<file path="src/rtl/fsg_pkg.sv">
// Shared helpers for the frame sync generator.
// Assumes all inputs are passed zero-extended to 32 bits.
package fsg_pkg;

    // True for a divide ratio the generator accepts: 1 or a nonzero even value.
    function automatic logic div_is_legal(input logic [31:0] v);
        return (v == 32'd1) || ((v != 32'd0) && (v[0] == 1'b0));
    endfunction

    // Active cycles per frame for a given ratio, width field and half mode.
    function automatic logic [31:0] pulse_width(input logic [31:0] div,
                                                input logic [31:0] pw,
                                                input logic        half);
        if (half)
            return div >> 1;
        else if (pw >= div)
            return div - 32'd1;
        else
            return pw;
    endfunction

endpackage

</file>
<file path="src/rtl/fsg_div_reg.sv">
// Divide-ratio register. It rejects illegal ratios, and while a realignment
// is armed it requires the write qualifier. Assumes armed is a registered
// state from the phase counter.
module fsg_div_reg #(
    parameter int DIV_W   = 12,
    parameter int DIV_RST = 8
) (
    input  logic             clk,
    input  logic             rst_n,
    input  logic [DIV_W-1:0] wr_data,
    input  logic             wr_en,
    input  logic             wr_qual,
    input  logic             armed,
    output logic [DIV_W-1:0] div_q,
    output logic             div_load
);
    import fsg_pkg::*;

    // Write acceptance: legal value, and gated by qualifier while armed.
    always_comb begin
        div_load = wr_en && div_is_legal(32'(wr_data)) && (!armed || wr_qual);
    end

    // Ratio storage with reset default.
    always_ff @(posedge clk) begin
        if (!rst_n)
            div_q <= DIV_W'(DIV_RST);
        else if (div_load)
            div_q <= wr_data;
    end

    // the stored ratio is always legal.
    p_div_legal_r6: assert property (@(posedge clk) disable iff (!rst_n)
        (div_q == DIV_W'(1)) || ((div_q != '0) && !div_q[0]));

    // an unqualified write while armed leaves the ratio untouched.
    p_gated_write_r7: assert property (@(posedge clk) disable iff (!rst_n)
        (wr_en && armed && !wr_qual) |=> $stable(div_q));

endmodule

</file>
<file path="src/rtl/fsg_phase_ctr.sv">
// Frame phase counter with realignment arming and phase-error alarm.
// Assumes sync_ref and lock_in are already synchronous to clk. The error is
// the number of cycles from frame start to the reference edge, modulo div.
module fsg_phase_ctr #(
    parameter int DIV_W = 12,
    parameter int THR_W = 3
) (
    input  logic             clk,
    input  logic             rst_n,
    input  logic [DIV_W-1:0] div_q,
    input  logic             div_load,
    input  logic             sync_ref,
    input  logic             realign_req,
    input  logic             lock_in,
    input  logic [THR_W-1:0] cfg_thr,
    output logic [DIV_W-1:0] cnt,
    output logic             armed,
    output logic             align_alarm
);
    logic             sync_d;
    logic             lock_d;
    logic             ref_rise;
    logic             lock_rise;
    logic             arm_now;
    logic             realign_fire;
    logic             last_phase;
    logic [DIV_W-1:0] phase_err;
    logic             err_over;

    // Edge detection, arming and error decode.
    always_comb begin
        ref_rise     = sync_ref && !sync_d;
        lock_rise    = lock_in && !lock_d;
        arm_now      = armed || realign_req || lock_rise;
        realign_fire = ref_rise && arm_now;
        last_phase   = (cnt == (div_q - DIV_W'(1)));
        phase_err    = last_phase ? '0 : (cnt + DIV_W'(1));
        err_over     = 32'(phase_err) > (32'(1) << cfg_thr);
    end

    // Input history for edge detection.
    always_ff @(posedge clk) begin
        if (!rst_n) begin
            sync_d <= 1'b0;
            lock_d <= 1'b0;
        end else begin
            sync_d <= sync_ref;
            lock_d <= lock_in;
        end
    end

    // Realignment arming: set at reset, on request or lock rise; used by a reference edge.
    always_ff @(posedge clk) begin
        if (!rst_n)
            armed <= 1'b1;
        else if (realign_fire)
            armed <= 1'b0;
        else if (realign_req || lock_rise)
            armed <= 1'b1;
    end

    // Frame counter: restarts on realignment or ratio load, wraps at div-1.
    always_ff @(posedge clk) begin
        if (!rst_n)
            cnt <= '0;
        else if (realign_fire || div_load || last_phase)
            cnt <= '0;
        else
            cnt <= cnt + DIV_W'(1);
    end

    // Alarm: cleared by realignment, refreshed on each unarmed reference edge.
    always_ff @(posedge clk) begin
        if (!rst_n)
            align_alarm <= 1'b0;
        else if (realign_fire)
            align_alarm <= 1'b0;
        else if (ref_rise)
            align_alarm <= err_over;
    end

    // the counter always stays below the ratio.
    p_cnt_below_div_r2: assert property (@(posedge clk) disable iff (!rst_n)
        cnt < div_q);

    // a realignment uses up the arming and clears the alarm.
    p_realign_clears_r8: assert property (@(posedge clk) disable iff (!rst_n)
        (realign_fire && !realign_req && !lock_rise) |=> (!armed && !align_alarm));

endmodule

</file>
<file path="src/rtl/fsg_pulse_shaper.sv">
// Turns the frame position into the registered pulse and applies polarity.
// Assumes cnt < div_q, which the phase counter guarantees.
module fsg_pulse_shaper #(
    parameter int DIV_W = 12,
    parameter int PW_W  = 10
) (
    input  logic             clk,
    input  logic             rst_n,
    input  logic [DIV_W-1:0] cnt,
    input  logic [DIV_W-1:0] div_q,
    input  logic [PW_W-1:0]  cfg_pw,
    input  logic             cfg_half,
    input  logic             cfg_pol,
    output logic             fs_out
);
    import fsg_pkg::*;

    logic [DIV_W-1:0] width_eff;
    logic             act_q;

    // Effective active width after clamp or half mode.
    always_comb begin
        width_eff = DIV_W'(pulse_width(32'(div_q), 32'(cfg_pw), cfg_half));
    end

    // Registered active flag for the frame position.
    always_ff @(posedge clk) begin
        if (!rst_n)
            act_q <= 1'b0;
        else
            act_q <= (cnt < width_eff);
    end

    assign fs_out = act_q ? cfg_pol : !cfg_pol;

    // a ratio of 1 never produces an active cycle.
    p_div1_idle_r3: assert property (@(posedge clk) disable iff (!rst_n)
        (div_q == DIV_W'(1)) |=> !act_q);

endmodule

</file>
<file path="src/rtl/fsync_gen.sv">
// Top level of the frame sync pulse generator: ratio register, phase counter
// with realignment and alarm, and pulse shaper. Single clock domain, all
// inputs synchronous to clk.
module fsync_gen #(
    parameter int DIV_W   = 12,
    parameter int PW_W    = 10,
    parameter int THR_W   = 3,
    parameter int DIV_RST = 8
) (
    input  logic             clk,
    input  logic             rst_n,
    input  logic             sync_ref,
    input  logic             realign_req,
    input  logic             lock_in,
    input  logic [DIV_W-1:0] cfg_div,
    input  logic             cfg_div_wr,
    input  logic             cfg_wr_qual,
    input  logic             cfg_pol,
    input  logic [PW_W-1:0]  cfg_pw,
    input  logic             cfg_half,
    input  logic [THR_W-1:0] cfg_thr,
    output logic             fs_out,
    output logic             align_alarm
);
    logic [DIV_W-1:0] div_q;
    logic             div_load;
    logic [DIV_W-1:0] cnt;
    logic             armed;

    fsg_div_reg #(.DIV_W(DIV_W), .DIV_RST(DIV_RST)) u_div (
        .clk      (clk),
        .rst_n    (rst_n),
        .wr_data  (cfg_div),
        .wr_en    (cfg_div_wr),
        .wr_qual  (cfg_wr_qual),
        .armed    (armed),
        .div_q    (div_q),
        .div_load (div_load)
    );

    fsg_phase_ctr #(.DIV_W(DIV_W), .THR_W(THR_W)) u_phase (
        .clk         (clk),
        .rst_n       (rst_n),
        .div_q       (div_q),
        .div_load    (div_load),
        .sync_ref    (sync_ref),
        .realign_req (realign_req),
        .lock_in     (lock_in),
        .cfg_thr     (cfg_thr),
        .cnt         (cnt),
        .armed       (armed),
        .align_alarm (align_alarm)
    );

    fsg_pulse_shaper #(.DIV_W(DIV_W), .PW_W(PW_W)) u_shape (
        .clk      (clk),
        .rst_n    (rst_n),
        .cnt      (cnt),
        .div_q    (div_q),
        .cfg_pw   (cfg_pw),
        .cfg_half (cfg_half),
        .cfg_pol  (cfg_pol),
        .fs_out   (fs_out)
    );

endmodule

</file>
<file path="config.mk">
export PLATFORM = sky130hd
export DESIGN_NAME = fsync_gen
export DESIGN_NICKNAME = d
export VERILOG_FILES = /design/src/rtl/fsg_pkg.sv /design/src/rtl/fsg_div_reg.sv /design/src/rtl/fsg_phase_ctr.sv /design/src/rtl/fsg_pulse_shaper.sv /design/src/rtl/fsync_gen.sv
export SDC_FILE = /design/constraint.sdc
export NUM_CORES = 1
export LEC_CHECK = 0
export BUFFER_PORTS_ARGS = -buffer_cell sky130_fd_sc_hd__clkbuf_2
export CAP_MARGIN = 20
export CORE_ASPECT_RATIO = 0.5
export CORE_MARGIN = 2
export CORE_UTILIZATION = 53
export DETAILED_ROUTE_END_ITERATION = 16
export GPL_TIMING_DRIVEN = 1
export PLACE_DENSITY = 0.87
export SLEW_MARGIN = 20
export SYNTH_ARGS = -nofsm -noshare
export SYNTH_HDL_FRONTEND = slang
export SYNTH_SLANG_ARGS = --single-unit
export TNS_END_PERCENT = 20
</file>
<file path="constraint.sdc">
create_clock -name clk -period 3.6 [get_ports clk]
set_input_delay 0.36 -clock clk [delete_from_list [all_inputs] [get_ports clk]]
set_output_delay 0.36 -clock clk [all_outputs]
set_load 0.005 [all_outputs]
</file>
==> metrics.txt, run 1 <==
Worst Path Arrival=about 3.6 ns; dominant cell type by area after synthesis=dfxtp_1; status=completed; total of max-cap violations=0; most frequent cells in the layout=35 x clkbuf_2, 30 x ha_1, 25 x nor2_1, 24 x dfxtp_1; Post-synth EDFFs=0; Core Area=0.005045 mm²; top_reg_cell synth=dfxtp_1; clock skew=0.009627 ns; register area share after synthesis=0.2037; via count=2908; crit path max fanout=5; number of synthesized register bits=29; Syn Std Cell Area=0.002850 mm²; FMAX=291.6 MHz; Worst EP required=between 3 and 4 ns; commonest non-fill, non-tap cell in the layout=clkbuf_2; largest net degree at the start of global routing=26; vias in the first global route=about 2900; Synth cell types=49; Mapped Avg Cell Area=7.962 µm²; Setup crit start=u_div.div_q[0]$_SDFFE_PN0P_; HPWL after detailed placement=6256 µm; Synth area leaders=dfxtp_1 20%, ha_1 14%, xnor2_1 5.5%, mux2i_1 4.9%, nor2b_1 3.7%; setup violators final=0; Cells after Synth=358; Die ar.=0.006016 mm²; TritonCTS clock tree=done; Starting Density=0.5650; IO buf count=35; Final Wtd Congestion=0.9210; post-route ant nets=0; Tot GR Track Use=0.2787; R2R Path Start=u_div.div_q[0]$_SDFFE_PN0P_; share of cells above drive strength 1=0.2100; Die X-Extent=between 100 and 150 µm; Via density=6.187; antenna violations before repair=0; root buffer cell=clkbuf_8; Adder-Cell Fraction of Synth Area=0.1361; Leak Pwr=1.443 nW; Power Density=just under 300 mW/mm²; post-synth top area share=0.2037; Yosys warnings=0; TritonCTS buffer count=5; Worst Tran Pin Value=0.8462 ns; drt first pass iters=5; post-synthesis async set-or-reset flop share=0; Ant. Diodes=0; Final Cycle Share=0.9527; CTS max path bufs=2; FP Rows=18; CP endpoint kind=flop; fin util=0.6672; CP Class=flop to flop; mux cell area share after synthesis=0.04917; hold_sp=lock_in; latest clock arrival within the worst-skew pair=0.30 ns; Worst slew margin=0.4353; Die Ht=55.86 µm; clk sinks=29; Crit path top cell by count=a21oi_1; Routed WL=about 8200 µm; VDD IR max=between 0.00015 and 0.0002 V; Area Overhead vs Synth=18.09%; CP startpoint kind=flop; crit-path cells=or4_4 -> and3_1 -> a2111o_1 -> a2111o_1 -> nor3_4 -> buf_4 -> buf_2 -> or2_1 -> ha_1 -> nand2b_1 -> a21oi_1 -> o31ai_1 -> a21oi_1 -> o31ai_2 -> a21oi_1; largest family of logic cells by synthesized area=simple AND/OR/NAND/NOR gates; final hold violations=0; Final min period=3.430 ns; XOR/XNOR Fraction of Synth Area=0.1159; DR WL/cell=17.39 µm; Worst path max stage delay=0.55 ns; Layout Cell Area excl Fill=around 0.0034 mm²; Nets=464; CP max-delay cell=or4_4; clk slew on worst S/H paths=0.07 ns; Initial DRC Count=around 280; Syn Nets=423; DRC viols=0; first-pass GRT wire length=13300 µm; Slew Viols, Final=0; io pins=36; Synth Area in Compound Gates=0.1708; H-tree depth=2; min-delay worst type=input port to flop; GRT overflow=0; simple-gate share of the synthesized area=0.2687; dpl cell area=0.003144 mm²
[flip-flops by register name, indices dropped and copies added, names as in the netlist]
register	count
u_div.div_q	12
u_phase.lock_d	1
u_phase.align_alarm	1
u_phase.armed	1
u_shape.act_q	1
u_phase.sync_d	1
u_phase.cnt	12
[synth_stat cells (7+ instances only)]
| library cell | n |
|---|---|
| o21ai_0 | 10 |
| nor3_1 | 14 |
| nor4_1 | 15 |
| nor2b_1 | 17 |
| xor2_1 | 12 |
| xnor2_1 | 18 |
| inv_1 | 16 |
| clkbuf_1 | 19 |
| ha_1 | 31 |
| nand2_1 | 21 |
| nand3_1 | 16 |
| dfxtp_1 | 29 |
| mux2i_1 | 14 |
| a21oi_1 | 18 |
| nor2_1 | 26 |
| a21o_1 | 7 |
[worst paths after layout]
check                                                   endpoint  depth (start not counted)  slack (ns)
worst max register to register  u_phase.align_alarm$_SDFFE_PP0P_                         15        0.17
worst max-delay path            u_phase.align_alarm$_SDFFE_PP0P_                         15        0.17
worst min register to register        u_phase.armed$_SDFFE_PN1P_                          2        0.58
worst min-delay path                   u_phase.lock_d$_SDFF_PN0_                          2        0.28
[power breakdown]
part / total (W) / leakage (nW) / internal [W] / switching, W
combinational: 0.000287 / 1.15 / 0.000130 / 0.000157
clock: 0.000348 / 0.0543 / 0.000207 / 0.000142
sequential: 0.000345 / 0.239 / 0.000331 / 0.0000135
total: 0.000980 / 1.44 / 0.000668 / 0.000312
[through the flow]
step	power, W	worst slack, ns	std cells	hold slack (ns)	TNS [ns]
finish	0.0009799	0.1702	470	0.2835	0
global route	0.001027	-0.01197	470	0.2970	-0.01197
CTS	0.0009635	0.04428	464	0.2788	0
detailed placement	0.0006155	0.07782	456	0.5642	0
global placement	0.0006016	0.1467	456	0.5497	0
floorplan	0.0005279	0.1955	358	0.4817	0
[critical path, delay by kind of cell, from the launching register on]
family / cells / cell delay, ns
AO/OA/AOI/OAI: 7 / 1.43
adder cells (fa/ha/maj): 1 / 0.13
buffers and inverters: 2 / 0.29
AND/OR/NAND/NOR: 5 / 1.13
flip-flops: 1 / 0.34
[cells by family (layout without fill, tap and decap cells)]
group / count (synthesis) / in the layout
xor gates and xnor gates: 33 / 33
and+or+nand+nor: 141 / 141
adders and majority gates: 31 / 31
AOI/OAI and AO/OA: 70 / 70
DFF: 29 / 29
buffers and inverters: 40 / 82
muxes: 14 / 14
[metal layers]
metal | part of all wire | track usage
met3 | 0.11 | 0.07026
met2 | 0.44 | 0.4492
met5 | 0 | 0
met4 | 0.026 | 0.1209
met1 | 0.43 | 0.3537
[layout make-up]
class,instances,area (µm²)
clock inverter,3,46.29
multi-input combinational,289,2165
clock buffer,5,68.82
sequential,29,589.3
fill,401,1679
inverter,16,60.06
tap,70,87.58
timing repair buffer,58,349.1
[timing repair]
action,CTS,global route
setup buffers,0,5
gates resized for setup,0,17
setup endpoints to repair,0,2
hold buffers,0,0
Power figures use the tool's default switching activity.
==> run 2: changes to the inputs <==
--- a/config.mk
+++ b/config.mk
@@ -9,10 +9,10 @@
 export CAP_MARGIN = 20
 export CORE_ASPECT_RATIO = 0.5
 export CORE_MARGIN = 2
-export CORE_UTILIZATION = 53
+export CORE_UTILIZATION = 55
 export DETAILED_ROUTE_END_ITERATION = 16
 export GPL_TIMING_DRIVEN = 1
-export PLACE_DENSITY = 0.87
+export PLACE_DENSITY = 0.86
 export SLEW_MARGIN = 20
 export SYNTH_ARGS = -nofsm -noshare
 export SYNTH_HDL_FRONTEND = slang
==> constraint.sdc (replaced) <==
create_clock -name clk -period 3.2 [get_ports clk]
set_input_delay 0.32 -clock clk [delete_from_list [all_inputs] [get_ports clk]]
set_output_delay 0.32 -clock clk [all_outputs]
set_load 0.005 [all_outputs]
==> metrics.txt, run 2 (synthesized netlist as in run 1, its figures left out) <==
Routed WL=roughly 8500 µm; Starting Density=0.5753; setup violators final=2; multi-input logic area=between 0.002 and 0.0025 mm²; Worst Tran Pin Value=0.8705 ns; Initial DRC Count=269; clock skew=0.003753 ns; root buffer cell=clkbuf_8; Via density=approximately 6; grt peak-use layer=met2; Worst Path Buf+Inv=1; met1 usage=0.3940; most frequent cells in the layout=56 x buf_4, 35 x clkbuf_2, 30 x ha_1, 27 x dfxtp_1, 24 x nor2_1; clk slew on worst S/H paths=0.07 ns; antenna violations before repair=0; register area=583.1 µm²; latest clock arrival within the worst-skew pair=0.28 ns; clk sinks=29; CP max-delay cell=or4_4; via count=2946; RSZ-0062 raised after global routing=true; setup_tns=-0.2373 ns; Ant. Diodes=0; Final min period=approximately 3.4 ns; IO buf count=35; failing checks=setup timing; TritonCTS buffer count=5; met3 usage=0.05152; status=finished with violations; Slew Viols, Final=0; share of cells above drive strength 1=0.2725; Worst path max stage delay=0.55 ns; Leak Pwr=roughly 1.6 nW; total chip power=about 0.0011 W; GRT overflow=0; drt first pass iters=5; Worst slew margin=0.4157; DR WL/cell=16.91 µm; first-pass GRT wire length=between 10000 and 15000 µm; dpl cell area=~0.0034 mm²; TritonCTS clock tree=done; Tot GR Track Use=0.3118; placed cells=494; VDD IR max=0.0001711 V; post-route ant nets=0; Worst EP required=3.37 ns; Die X-Extent=around 110 µm; Setup WS pre-CTS=-0.2830 ns; Crit path top cell by count=a21oi_1; GR Util met2=0.5710; Area Overhead vs Synth=26.03%; CP endpoint kind=flop; Fill cells=405; Setup WS post-layout=-0.1759 ns; Final Non-Filler Cells=503; min-delay worst type=input port to flop; FMAX=296.2 MHz; Final Wtd Congestion=0.9060; Largest regs=u_div.div_q: 12 flops, u_phase.cnt: 12 flops; crit-path cells=or4_4 -> and3_4 -> a2111o_1 -> a2111o_1 -> nor3_2 -> buf_4 -> nor2_1 -> ha_1 -> o21ai_1 -> a21oi_1 -> o31ai_1 -> a21oi_1 -> o31ai_1 -> a21oi_1; HPWL after detailed placement=approximately 7000 µm; CTS max path bufs=2; Die Ht=54.91 µm; CP top delay family=compound AO/OA/AOI/OAI gates; CP Class=flop to flop; Power Density=299.3 mW/mm²; Worst Path Arrival=~3.5 ns; Final Cycle Share=1.055; crit path max fanout=7; vias in the first global route=between 2000 and 3000; Layout Cell Area excl Fill=0.003592 mm²; Nets=497; commonest non-fill, non-tap cell in the layout=buf_4; H-tree depth=2; Die ar.=0.005809 mm²; CP startpoint kind=flop; total of max-cap violations=0; DRC viols=0; FP Rows=18; largest net degree at the start of global routing=26; io pins=36; Core Area=between 0.004 and 0.005 mm²; final hold violations=0
-- run 2: changes by cell type in the layout (fill, tap and decap cells not counted), moves of 2 or more --
| cell | delta |
|---|---|
| o21ai_0 | -2 |
| dfxtp_1 | +3 |
| buf_4 | +35 |
| dfxtp_2 | -2 |
| nor3_2 | +2 |
-- run 2: final timing paths --
check	start	to	slack (ns)	cells past startpoint
worst max-delay path	u_div.div_q[0]$_SDFFE_PN0P_	u_phase.align_alarm$_SDFFE_PP0P_	-0.18	14
worst min-delay path	lock_in	u_phase.lock_d$_SDFF_PN0_	0.27	2
worst max register to register	u_div.div_q[0]$_SDFFE_PN0P_	u_phase.align_alarm$_SDFFE_PP0P_	-0.18	14
worst min register to register	u_phase.armed$_SDFFE_PN1P_	u_phase.armed$_SDFFE_PN1P_	0.61	2
-- run 2: worst register-to-register path, cell delays in order (launching register included) --
cell and delay (ns):
dfxtp_2 0.34, or4_4 0.55, and3_4 0.20, a2111o_1 0.30, a2111o_1 0.41, nor3_2 0.12, buf_4 0.16, nor2_1 0.05
ha_1 0.31, o21ai_1 0.13, a21oi_1 0.06, o31ai_1 0.21, a21oi_1 0.13, o31ai_1 0.24, a21oi_1 0.06
-- run 2: per-stage QoR --
stage               utilization  hold WS, ns
floorplan                     -       0.4417
global placement         0.6932       0.5408
detailed placement       0.6932       0.5467
CTS                      0.7205       0.2612
global route             0.7250       0.2719
finish                   0.7250       0.2680
-- run 2: where the power goes --
| part | internal, W | total (W) | switching (W) |
|---|---|---|---|
| Sequential | 0.000373 | 0.000382 | 0.00000946 |
| Clock | 0.000174 | 0.000325 | 0.000151 |
| Combinational | 0.000181 | 0.000368 | 0.000187 |
-- run 2: routing by layer --
layer  vias to the layer above  wire length (µm)
met5                         -                 0
met2                       126              4032
met4                         0                87
met1                      1364              3831
met3                        13               554
li1                       1443                 -
-- run 2: cell type report --
class,instances,area share
Clock buffer,6,0.02299
Timing Repair Buffer,91,0.1658
Sequential cell,29,0.1623
Tap cell,70,0.02438
Multi-Input combinational cell,289,0.6040
Inverter,16,0.01672
Clock inverter,2,0.003831
-- run 2: timing repair --
action / 4_1_cts / 5_1_grt
pin swaps: 4 / 4
buffers inserted: 1 / 0
resized for setup: 11 / 4
hold buffers: 0 / 0
endpoints found under the setup margin: 2 / 2
==> run 3: changes to the inputs <==
--- a/config.mk
+++ b/config.mk
@@ -9,10 +9,10 @@
 export CAP_MARGIN = 20
 export CORE_ASPECT_RATIO = 0.5
 export CORE_MARGIN = 2
-export CORE_UTILIZATION = 55
+export CORE_UTILIZATION = 50
 export DETAILED_ROUTE_END_ITERATION = 16
 export GPL_TIMING_DRIVEN = 1
-export PLACE_DENSITY = 0.86
+export PLACE_DENSITY = 0.8
 export SLEW_MARGIN = 20
 export SYNTH_ARGS = -nofsm -noshare
 export SYNTH_HDL_FRONTEND = slang
==> constraint.sdc (replaced) <==
create_clock -name clk -period 4.1 [get_ports clk]
set_input_delay 0.41 -clock clk [delete_from_list [all_inputs] [get_ports clk]]
set_output_delay 0.41 -clock clk [all_outputs]
set_load 0.005 [all_outputs]
==> metrics.txt, run 3 (synthesized netlist as in run 1, its figures left out) <==
status=completed; Worst Tran Pin Value=around 0.9 ns; Worst path max stage delay=between 0.7 and 0.8 ns; Die Ht=approximately 57 µm; setup repair bufs after CTS=0; root buffer cell=clkbuf_16; RSZ-0062 raised after global routing=false; HPWL after detailed placement=6007 µm; DR WL/cell=between 15 and 20 µm; largest net degree at the start of global routing=26; Leak Pwr=1.372 nW; CTS max path bufs=2; Final Cycle Share=0.9170; clk slew on worst S/H paths=0.05 ns; Final Wtd Congestion=0.9504; GRT overflow=0; CP startpoint kind=flop; CP top delay family=compound AO/OA/AOI/OAI gates; Starting Density=0.5190; Core Area=0.005492 mm²; Worst EP required=about 4.3 ns; Initial DRC Count=177; Power Density=between 200 and 300 mW/mm²; drt first pass iters=5; most frequent cells in the layout=35 x clkbuf_2, 31 x ha_1, 29 x dfxtp_1, 25 x nor2_1, 21 x nand2_1; Worst slew margin=0.3994; depth of the worst hold-timing path=2; crit-path cells=inv_1 -> ha_1 -> o21a_1 -> o211ai_1 -> a21oi_1 -> o31a_1 -> ha_1 -> nand3_1 -> or3_1 -> o21ai_0 -> a31oi_1 -> o21ai_0 -> a31oi_1; Worst Path Arrival=3.91 ns; DRC viols=0; first-pass GRT wire length=around 13000 µm; final hold violations=0; Via density=6.013; TritonCTS buffer count=5; VDD IR max=0.0001569 V; H-tree depth=2; FMAX=266.0 MHz; setup violators final=0; vias in the first global route=2619; Nets=447; post-route ant nets=0; Layout Cell Area excl Fill=0.003224 mm²; hold buffer count at CTS=0; setup_tns=0 ns; IO buf count=35; Die X-Extent=roughly 110 µm; via count=2742; reg2reg path depth=13; Final min period=3.760 ns; min-delay worst type=input port to flop; critical path depth in cells=13; Slew Viols, Final=0; Largest regs=u_div.div_q: 12 flops, u_phase.cnt: 12 flops; clk sinks=29; latest clock arrival within the worst-skew pair=about 0.27 ns; share of cells above drive strength 1=0.1436; Area Overhead vs Synth=13.13%; Routed WL=~7600 µm; Ant. Diodes=0; antenna violations before repair=0; crit path max fanout=9; Worst Path Buf+Inv=1; CP Class=flop to flop; FP Rows=19; total of max-cap violations=0; CP max-delay cell=o211ai_1; dpl cell area=between 0.003 and 0.004 mm²; Die ar.=0.006357 mm²; clock skew=0.003657 ns; Tot GR Track Use=0.2506; commonest non-fill, non-tap cell in the layout=clkbuf_2; CP endpoint kind=flop; io pins=36; TritonCTS clock tree=done
==> run 3: cell count changes in the layout (fill, tap and decap cells not counted), sizes merged <==
cell  delta
buf     -50
==> run 3: repair_timing <==
| item | 4_1_cts | 5_1_grt |
|---|---|---|
| setup endpoints to repair | 0 | 1 |
| hold endpoints to repair | 0 | 0 |
| gates resized for setup | 0 | 1 |
==> run 3: through the flow <==
| step | util | hold slack [ns] | worst slack (ns) | power (W) | instances |
|---|---|---|---|---|---|
| after floorplan | - | 0.5076 | 0.6955 | 0.0004635 | 358 |
| after global placement | 0.5582 | 0.5531 | 0.4733 | 0.0005250 | 448 |
| after detailed placement | 0.5582 | 0.5948 | 0.3301 | 0.0005313 | 448 |
| after CTS | 0.5860 | 0.3550 | 0.3244 | 0.0008981 | 456 |
| after global routing | 0.5872 | 0.3591 | 0.04000 | 0.0009449 | 456 |
| final | 0.5872 | 0.3516 | 0.3404 | 0.0009039 | 456 |
==> run 3: cell type report <==
type                    count  area (µm²)
well taps                  73       91.34
fillers                   464        2267
flip-flops and latches     29       580.6
clock inverters             2       13.76
inverters                  16       60.06
clock buffers               6       138.9
multi-input cells         289        2120
repair buffers             41       220.2
==> run 3: worst reg2reg max path, stage by stage, from the launching register on <==
cell      delay [ns]
dfxtp_1         0.50
inv_1           0.18
ha_1            0.34
o21a_1          0.21
o211ai_1        0.72
a21oi_1         0.16
o31a_1          0.29
ha_1            0.28
nand3_1         0.09
or3_1           0.41
o21ai_0         0.21
a31oi_1         0.07
o21ai_0         0.12
a31oi_1         0.07
==> run 3: worst paths after layout <==
| check | from | endpoint | slack, ns |
|---|---|---|---|
| hold / removal | lock_in | u_phase.lock_d$_SDFF_PN0_ | 0.35 |
| hold reg to reg | u_phase.armed$_SDFFE_PN1P_ | u_phase.armed$_SDFFE_PN1P_ | 0.60 |
| setup reg to reg | u_div.div_q[8]$_SDFFE_PN0P_ | u_shape.act_q$_SDFF_PN0_ | 0.34 |
| setup / recovery | u_div.div_q[8]$_SDFFE_PN0P_ | u_shape.act_q$_SDFF_PN0_ | 0.34 |
==> run 3: routing by layer <==
metal	GRT usage	up-vias	wire length, µm
met4	0.07500	0	123
li1	-	1346	-
met1	0.3290	1303	3599
met5	0	-	0
met3	0.05845	13	460
met2	0.4189	80	3429
==> run 3: power breakdown <==
| part | internal, W | total [W] | switching [W] |
|---|---|---|---|
| clock network | 0.000241 | 0.000372 | 0.000131 |
| logic | 0.000101 | 0.000225 | 0.000124 |
| registers | 0.000291 | 0.000308 | 0.0000163 |
